`config.mk`:
```
export PLATFORM = sky130hd
export DESIGN_NAME = float_gap_sched
export DESIGN_NICKNAME = d
export VERILOG_FILES = /design/src/rtl/float_gap_sched.sv
export SDC_FILE = /design/constraint.sdc
export NUM_CORES = 1
export LEC_CHECK = 0
export BUFFER_PORTS_ARGS = -buffer_cell sky130_fd_sc_hd__clkbuf_2
export CORE_MARGIN = 5
export CORE_UTILIZATION = 37
export CTS_CLUSTER_DIAMETER = 200
export DETAILED_ROUTE_END_ITERATION = 6
export HOLD_SLACK_MARGIN = 0.03
export PLACE_DENSITY = 0.61
export SLEW_MARGIN = 25
export SYNTH_ARGS = -nofsm -noshare
export SYNTH_HDL_FRONTEND = slang
export SYNTH_SLANG_ARGS = --single-unit
```
`constraint.sdc`:
```
create_clock -name clk -period 14.15 [get_ports clk]
set_clock_uncertainty 0.2 [all_clocks]
set_input_delay 2.1225 -clock clk [delete_from_list [all_inputs] [get_ports clk]]
set_output_delay 2.1225 -clock clk [all_outputs]
set_load 0.01 [all_outputs]
```
`src/rtl/float_gap_sched.sv`:
```
module float_gap_sched #(
  parameter int NCS = 4,
  parameter int CW  = 4
) (
  input  logic                  clk,
  input  logic                  rst_n,
  input  logic [NCS*CW-1:0]     float_cfg,
  input  logic [NCS-1:0]        opt_cfg,
  input  logic                  rd_end,
  input  logic [((NCS>1)?$clog2(NCS):1)-1:0] rd_cs,
  input  logic [CW-1:0]         rd_hold,
  input  logic                  req_valid,
  input  logic [((NCS>1)?$clog2(NCS):1)-1:0] req_cs,
  input  logic                  req_write,
  input  logic [CW-1:0]         req_setup,
  output logic                  stall,
  output logic                  go
);
  localparam int CSW = (NCS > 1) ? $clog2(NCS) : 1;
  localparam int TW  = CW + 1;

  function automatic logic [CW-1:0] sat_sub(input logic [CW-1:0] a, input logic [CW-1:0] b);
    return (a > b) ? a - b : '0;
  endfunction

  logic [CW-1:0] rem_q [NCS];
  logic [CW-1:0] rem_v [NCS];
  logic          lr_q, lr_v, busy_q;
  logic [TW-1:0] wcnt_q, total;
  logic [CW-1:0] need;

  for (genvar g = 0; g < NCS; g++) begin : g_cs
    assign rem_v[g] = (rd_end && rd_cs == CSW'(g)) ?
                      sat_sub(float_cfg[g*CW +: CW], rd_hold) : rem_q[g];

    always_ff @(posedge clk) begin
      if (!rst_n) rem_q[g] <= '0;
      else        rem_q[g] <= sat_sub(rem_v[g], CW'(1));
    end

    p_float_decays_r3: assert property (@(posedge clk) disable iff (!rst_n)
      (rem_q[g] != '0 && !(rd_end && rd_cs == CSW'(g))) |=> (rem_q[g] < $past(rem_q[g])));
  end

  assign lr_v = lr_q | rd_end;

  always_comb begin
    logic [CW-1:0] eff;
    need = '0;
    for (int i = 0; i < NCS; i++) begin
      eff = sat_sub(rem_v[i], opt_cfg[i] ? req_setup : '0);
      if (CSW'(i) != req_cs && eff > need) need = eff;
    end
    total = TW'(need) + TW'(req_write && lr_v);
  end

  assign go    = req_valid && (busy_q ? (wcnt_q == '0) : (total == '0));
  assign stall = req_valid && !go;

  always_ff @(posedge clk) begin
    if (!rst_n) begin
      busy_q <= 1'b0;
      wcnt_q <= '0;
      lr_q   <= 1'b0;
    end else begin
      lr_q <= go ? 1'b0 : lr_v;
      if (!busy_q) begin
        if (req_valid && total != '0) begin
          busy_q <= 1'b1;
          wcnt_q <= total - TW'(1);
        end
      end else if (wcnt_q != '0) begin
        wcnt_q <= wcnt_q - TW'(1);
      end else if (go) begin
        busy_q <= 1'b0;
      end
    end
  end

  p_go_needs_req_r9: assert property (@(posedge clk) disable iff (!rst_n)
    go |-> req_valid);

  p_wait_blocks_go_r9: assert property (@(posedge clk) disable iff (!rst_n)
    (busy_q && wcnt_q != '0) |-> !go);

  p_zero_wait_now_r9: assert property (@(posedge clk) disable iff (!rst_n)
    (!busy_q && req_valid && total == '0) |-> go);

  p_turnaround_r8: assert property (@(posedge clk) disable iff (!rst_n)
    (!busy_q && req_valid && req_write && lr_v) |-> !go);

  p_go_clears_wait_r9: assert property (@(posedge clk) disable iff (!rst_n)
    go |=> !busy_q);
endmodule

```
==> run_results.csv, run 1 <==
group,metric,value,unit
run_status,status,"finished clean",
worst_hold_path,hold_class,"flop to flop",
global_routing,grt.total_usage,13.5,%
sta,hold_viol_final,0,
die,num_rows,34,
synthesis,ys_seq_area_share,14.0,%
route,via_per_inst,5.37,
synthesis,synth_nets,511,
sta,whs,284,ps
final_layout,regArea,460,um2
final_layout,final_common_cell,"ha_1",
clocking,clkTransAtPathRegs,80,ps
worst_setup_path,cp_slowest_cell,"o21ai_0",
synthesis,async_flop_share,0,%
clocking,cts_hold_buf,0,
die,die_x,104,um
final_layout,multi_input_comb_area,2620,um2
route,dr_wl_met3,315,um
clocking,cts_root_buffer,"clkbuf_8",
sta,slew_headroom,60.5,%
worst_setup_path,worstSetupPathType,"input port to primary output",
sta,rsz0062_at_grt,"no",
final_layout,antenna_cells,0,
clocking,postCtsSetupRepairBufs,0,
final_layout,fillers,913,
route,postRouteAntennaNets,0,
sta,worst_slew_pin_slew,591,ps
global_routing,grt_pass1_vias,2904,
clocking,cts_buffers,3,
worst_setup_path,cp_max_fo,10,
sta,maxSlewViolCount,0,
route,routed_wl,7270,um
final_layout,drive_above_1_share,14.0,%
synthesis,ys.flop_type,"dfxtp_1",
worst_setup_path,critPathCaptureType,"primary output",
clocking,cts_resized,0,
route,num_vias,2996,
worst_setup_path,path_common_cell,"ha_1",
clocking,clk-insertion-delay-late,260,ps
global_routing,grt_pass1_wl,12900,um
route,dr.pass1.iters,4,
die,dieArea,10900,um2
die,io_pins,39,
sta,finalSetupTns,0,ps
synthesis,ys_seq_elements,23,
placement,hpwl,6340,um
sta,period_needed,12530,ps
die,core_area,8680,um2
clocking,cts_tree,"yes",
placement,place.gp.congestion,0.850,
clocking,h-tree-depth,1,
worst_setup_path,critPathArrivalTime,10210,ps
die,die_y,104,um
final_layout,nets,551,
route,m1WireLength,3560,um
clocking,clock_sinks,23,
sta,max_clock_freq,0.0798,GHz
global_routing,overflow,0,
final_layout,final_cell_mix,"55 x ha_1, 46 x inv_1, 40 x nand2_1",
worst_setup_path,cp_slowest_stage_delay,410,ps
route,first_iter_violations,118,
placement,io_buffers,38,
route,drc,0,
route,routed-wl-met2,3260,um
synthesis,syn_area,3290,um2
flow_run,drv_cap,0,
worst_setup_path,r2r_setup_slack,6360,ps
sta,fin_crit_sh,88.6,%
die,floorplan.initialDensity,37.9,%
synthesis,yosysWarnings,0,
sta,setup_viol,0,
final_layout,area_growth,10.1,%
clocking,clock_path_buffers,2,
global_routing,grt_max_degree,14,
worst_setup_path,crit_required,11830,ps
synthesis,synth_edf_count,0,
route,wl_per_cell,13.0,um
synthesis,postSynthAreaPerCell,8.00,um2
global_routing,antenna_found_initial,0,
synthesis,yosysUniqueCellTypes,65,
worst_setup_path,start_kind,"input port",
synthesis,synthCells,411,
route,highest_layer,"met4",
-- worst max-delay path, delay by kind of cell --
kind                       cells  cell delay (ps)
AOI/OAI and AO/OA             15             3580
adders and majority gates      8             2140
and+or+nand+nor                8             1190
buffers and inverters          6              760
muxes                          1              410
-- state kept, by name, summed over array words and instances (netlist names) --
register  count
lr_q          1
rem_q        16
busy_q        1
wcnt_q        5
-- layer usage --
layer	GRT usage [%]	vias to the layer above
li1	-	1565
met1	18.1	1349
met2	22.7	69
met3	1.49	13
met4	4.16	0
met5	0	-
-- cells by family after synthesis --
family,after synthesis,share of synthesized area [%]
flip-flops,23,14.0
adder cells (fa/ha/maj),63,25.8
buffers and inverters,49,6.43
AO/OA/AOI/OAI,110,25.1
XOR/XNOR,16,4.26
multiplexers,8,2.62
AND/OR/NAND/NOR,142,21.8
-- through the flow --
step | std cells | instance area, um2 | util, % | setup WS [ps]
2_1_floorplan | 411 | 3290 | - | 2740
3_3_place_gp | 554 | 3580 | 41.2 | 1880
3_5_place_dp | 554 | 3580 | 41.2 | 1670
4_1_cts | 558 | 3620 | 41.7 | 1620
5_1_grt | 558 | 3620 | 41.7 | 861
6_report | 558 | 3620 | 41.7 | 1620
-- area by class of cell --
cell class / instances / share of cell area [%]
Clock buffer: 3 / 1.14
Clock inverter: 1 / 0.138
Inverter: 46 / 4.77
Multi-Input combinational cell: 339 / 72.3
Sequential cell: 23 / 12.7
Tap cell: 108 / 3.73
Timing Repair Buffer: 38 / 5.25
-- worst paths after layout --
kind	from	end	cells after the start
worst max-delay path	rd_hold[1]	go	38
worst min-delay path	wcnt_q[0]	wcnt_q[0]	2
worst max register to register	rem_q[1][1]	wcnt_q[4]	29
worst min register to register	wcnt_q[0]	wcnt_q[0]	2
-- cells in the mapped netlist, drive strengths merged, types with 4 or more instances --
| master | instances | area share [%] |
|---|---|---|
| and2 | 8 | 1.6 |
| xor2 | 4 | 1.1 |
| dfxtp | 23 | 14 |
| nor2b | 10 | 1.9 |
| a211oi | 8 | 2.3 |
| nor3 | 9 | 1.4 |
| nor2 | 35 | 4.1 |
| mux2i | 6 | 1.8 |
| a22o | 7 | 1.9 |
| nand3b | 6 | 1.4 |
| a41oi | 5 | 1.3 |
| o31ai | 4 | 0.91 |
| a21o | 13 | 3.0 |
| fa | 8 | 4.9 |
| o21a | 5 | 1.1 |
| nand4 | 5 | 0.95 |
| inv | 46 | 5.2 |
| ha | 55 | 21 |
| o21ai | 21 | 3.5 |
| xnor2 | 12 | 3.2 |
| nand3 | 10 | 1.7 |
| nand2 | 40 | 4.6 |
| o211ai | 6 | 1.4 |
| a21oi | 19 | 2.9 |
Power of run 1 is not shown: default switching activity piles up to over one toggle a cycle in this logic, so the estimate is an artifact.
==> run 2, diff against run 1 <==
==> constraint.sdc (replaced) <==
create_clock -name clk -period 16.24 [get_ports clk]
set_clock_uncertainty 0.2 [all_clocks]
set_input_delay 2.436 -clock clk [delete_from_list [all_inputs] [get_ports clk]]
set_output_delay 2.436 -clock clk [all_outputs]
set_load 0.01 [all_outputs]
==> run_results.csv, run 2 (synthesis results as in run 1) <==
group,metric,value,unit
global_routing,grt.total_usage,13.6,%
worst_setup_path,path_common_cell,"ha_1",
clocking,cts_buffers,3,
clocking,h-tree-depth,1,
sta,setup_viol,0,
final_layout,final_common_cell,"ha_1",
placement,hpwl,6420,um
global_routing,grt_pass1_vias,2922,
clocking,clock_sinks,23,
clocking,cts_tree,"yes",
clocking,cts_hold_buf,0,
route,routed_wl,7310,um
final_layout,reg.largest.list,"rem_q x16, wcnt_q x5",
run_status,status,"finished clean",
global_routing,grt_max_degree,14,
clocking,clk-insertion-delay-late,270,ps
route,wl_per_cell,13.1,um
die,num_rows,34,
global_routing,antenna_found_initial,0,
worst_setup_path,cp_max_fo,10,
final_layout,largest_register_ffs,16,
die,floorplan.initialDensity,37.9,%
worst_setup_path,critPathArrivalTime,10560,ps
route,num_vias,2965,
final_layout,area_growth,10.1,%
sta,fin_crit_sh,81.2,%
sta,slew_headroom,59.1,%
die,die_y,104,um
worst_setup_path,worstSetupPathType,"input port to primary output",
final_layout,final_cell_mix,"55 x ha_1, 46 x inv_1, 40 x nand2_1",
worst_setup_path,r2r_setup_slack,8430,ps
sta,setup_ws,3050,ps
clocking,clock_path_buffers,2,
worst_hold_path,hold_class,"flop to flop",
placement,place_ws,3080,ps
route,dr.pass1.iters,4,
route,postRouteAntennaNets,0,
worst_setup_path,start_kind,"input port",
clocking,cts_resized,0,
route,first_iter_violations,92,
route,drc,0,
final_layout,fillers,912,
global_routing,grt_pass1_wl,13000,um
sta,max_clock_freq,0.0758,GHz
flow_run,drv_cap,0,
clocking,clkTransAtPathRegs,80,ps
die,die_x,104,um
final_layout,fin_util,41.7,%
sta,rsz0062_at_grt,"no",
placement,io_buffers,38,
placement,place.gp.congestion,0.850,
die,dieArea,10900,um2
worst_setup_path,cp_slowest_stage_delay,430,ps
sta,period_needed,13190,ps
sta,finalSetupTns,0,ps
route,via_per_inst,5.31,
worst_setup_path,cp_slowest_cell,"o21ai_0",
clocking,postCtsSetupRepairBufs,0,
sta,maxSlewViolCount,0,
die,io_pins,39,
worst_setup_path,critPathCaptureType,"primary output",
sta,worst_slew_pin_slew,612,ps
global_routing,overflow,0,
clocking,cts_root_buffer,"clkbuf_8",
final_layout,antenna_cells,0,
sta,hold_viol_final,0,
final_layout,nets,551,
final_layout,drive_above_1_share,14.0,%
sta,whs,283,ps
worst_setup_path,crit_required,13600,ps
final_layout,top_register,"rem_q",
die,core_area,8680,um2
-- run 2: path summary, 6_finish.rpt --
kind / from / endpoint / cells after the start
worst max-delay path: rd_hold[1] / go / 38
worst max register to register: rem_q[1][1] / wcnt_q[4] / 29
worst min register to register: wcnt_q[2] / wcnt_q[2] / 2
worst min-delay path: wcnt_q[2] / wcnt_q[2] / 2
-- run 2: layout make-up --
class	instances	area [um2]	share of cell area (%)
clock buffer	3	41.3	1.14
clock inverter	1	5.00	0.138
inverter	46	173	4.77
multi-input combinational	339	2620	72.3
sequential	23	460	12.7
tap	108	135	3.73
timing repair buffer	38	190	5.25
-- run 2: critical path, delay by kind of cell --
| kind | cells | cell delay, ps |
|---|---|---|
| simple gates | 8 | 1190 |
| fa+ha+maj | 8 | 2140 |
| buf+inv | 6 | 750 |
| mux | 1 | 400 |
| compound gates | 15 | 3620 |
-- run 2: metrics by stage --
step	area (um2)	instances
global route	3620	558
CTS	3620	558
global placement	3580	554
floorplan	3290	411
detailed placement	3580	554
finish	3620	558
-- run 2: layer usage --
metal	up-vias	global-route usage [%]	wire length [um]
met3	7	1.37	214
li1	1563	-	-
met2	50	22.5	3350
met5	-	0	0
met4	0	3.89	91
met1	1345	18.7	3650
Power of run 2 is left out for the same reason.
==> run 3, diff against run 2 <==
--- a/config.mk
+++ b/config.mk
@@ -5,6 +5,7 @@
 export SDC_FILE = /design/constraint.sdc
 export NUM_CORES = 1
 export LEC_CHECK = 0
+export ABC_AREA = 1
 export BUFFER_PORTS_ARGS = -buffer_cell sky130_fd_sc_hd__clkbuf_2
 export CORE_MARGIN = 5
 export CORE_UTILIZATION = 37
==> constraint.sdc (replaced) <==
create_clock -name clk -period 12.3 [get_ports clk]
set_clock_uncertainty 0.2 [all_clocks]
set_input_delay 1.845 -clock clk [delete_from_list [all_inputs] [get_ports clk]]
set_output_delay 1.845 -clock clk [all_outputs]
set_load 0.01 [all_outputs]
==> run_results.csv, run 3 <==
group,metric,value,unit
worst_setup_path,start_kind,"input port",
worst_setup_path,crit_required,10260,ps
synthesis,synth_nets,630,
clocking,cts_resized,0,
sta,worst_slew_pin_slew,572,ps
synthesis,ys.flop_type,"dfxtp_1",
synthesis,synth_top_area_cell,"ha_1",
synthesis,ys_seq_elements,23,
sta,period_needed,10860,ps
global_routing,grt_pass1_wl,12700,um
sta,slew_headroom,61.5,%
clocking,clock_sinks,23,
clocking,cts_tree,"yes",
route,routed_wl,7300,um
run_status,status,"finished clean",
worst_setup_path,critPathCaptureType,"primary output",
die,die_x,106,um
worst_setup_path,cp_slowest_stage_delay,430,ps
final_layout,multi_input_comb_area,2550,um2
final_layout,drive_above_1_share,13.7,%
route,first_iter_violations,120,
sta,setup_viol,0,
synthesis,synth_commonest_cells,"126 x nand2_1, 94 x inv_1, 55 x ha_1",
worst_hold_path,hold_class,"flop to flop",
route,drc,0,
route,via_per_inst,4.79,
final_layout,reg.largest.list,"rem_q x16, wcnt_q x5",
clocking,clkTransAtPathRegs,80,ps
sta,rsz0062_at_grt,"no",
flow_run,drv_cap,0,
die,num_rows,35,
clocking,cts_buffers,3,
synthesis,postSynthAreaPerCell,6.40,um2
placement,place.gp.congestion,0.846,
synthesis,synthCells,530,
final_layout,area_growth,10.8,%
global_routing,grt_max_degree,13,
clocking,postCtsSetupRepairBufs,0,
synthesis,async_flop_share,0,%
clocking,h-tree-depth,1,
synthesis,ys_seq_area_share,13.6,%
route,wl_per_cell,10.7,um
synthesis,synthTopCellsByArea,"ha_1 20%, nand2_1 14%, dfxtp_1 14%",
sta,hold_viol_final,0,
placement,hpwl,6530,um
synthesis,yosysMostFrequentCell,"nand2_1",
final_layout,regArea,460,um2
final_layout,fillers,959,
final_layout,largest_register_ffs,16,
worst_setup_path,cp_max_fo,7,
die,core_area,9110,um2
route,dr.pass1.iters,4,
synthesis,synth_edf_count,0,
placement,io_buffers,38,
clocking,cts_hold_buf,0,
global_routing,overflow,0,
synthesis,yosysWarnings,0,
final_layout,top_register,"rem_q",
route,postRouteAntennaNets,0,
final_layout,antenna_cells,0,
synthesis,yosysTopAreaCellShare,20.3,%
die,die_y,106,um
clocking,clk-insertion-delay-late,260,ps
die,floorplan.initialDensity,37.3,%
sta,fin_crit_sh,88.3,%
global_routing,antenna_found_initial,0,
global_routing,grt_pass1_vias,3090,
clocking,cts_root_buffer,"clkbuf_8",
die,dieArea,11200,um2
worst_setup_path,worstSetupPathType,"input port to primary output",
sta,finalSetupTns,0,ps
route,num_vias,3264,
sta,maxSlewViolCount,0,
synthesis,yosysUniqueCellTypes,37,
die,io_pins,39,
sta,max_clock_freq,0.0921,GHz
final_layout,final_cell_mix,"126 x nand2_1, 94 x inv_1, 55 x ha_1",
clocking,clock_path_buffers,2,
worst_setup_path,critPathArrivalTime,8810,ps
worst_setup_path,path_common_cell,"nand2_1",
final_layout,nets,671,
final_layout,final_common_cell,"nand2_1",
worst_setup_path,cp_slowest_cell,"fa_1",
global_routing,grt.total_usage,13.3,%
synthesis,syn_area,3390,um2
==> run 3: routing by layer <==
| layer | GRT usage, % | wire [um] |
|---|---|---|
| met5 | 0 | 0 |
| met4 | 1.30 | 26 |
| met3 | 2.08 | 174 |
| met2 | 25.1 | 3650 |
| met1 | 16.3 | 3450 |
==> run 3: per-stage QoR <==
stage / hold WS (ps) / area [um2] / std cells / setup WS [ps] / utilization, %
after floorplan: 240 / 3390 / 530 / 2370 / -
after global routing: 332 / 3760 / 681 / 742 / 41.3
after global placement: 273 / 3710 / 677 / 1720 / 40.8
after CTS: 302 / 3760 / 681 / 1450 / 41.3
final: 289 / 3760 / 681 / 1440 / 41.3
after detailed placement: 282 / 3710 / 677 / 1460 / 40.8
==> run 3: cell type report <==
cell class | instances | area share [%]
multi-input cells | 405 | 67.8
clock buffers | 4 | 1.20
flip-flops and latches | 23 | 12.2
inverters | 100 | 10.0
well taps | 111 | 3.69
repair buffers | 38 | 5.06
==> run 3: worst paths after layout <==
check / to / slack (ps) / depth (start not counted) / start
max: go / 1440 / 49 / rd_hold[0]
min: lr_q / 290 / 2 / lr_q
max reg2reg: wcnt_q[4] / 5560 / 46 / rem_q[1][0]
min reg2reg: lr_q / 290 / 2 / lr_q
==> run 3: cell families after synthesis <==
family | after synthesis | synth area share, %
flip-flops | 23 | 13.6
AND/OR/NAND/NOR | 255 | 33.9
XOR/XNOR | 16 | 4.13
AO/OA/AOI/OAI | 70 | 11.7
multiplexers | 1 | 0.295
buffers and inverters | 102 | 11.4
adder cells (fa/ha/maj) | 63 | 25.0
==> run 3: critical path: cells and delay by family <==
family                     cells  cell delay (ps)
and+or+nand+nor               23             2370
adders and majority gates      9             2560
buffers and inverters         10              810
AOI/OAI and AO/OA              7             1270
Power of run 3 is left out for the same reason.
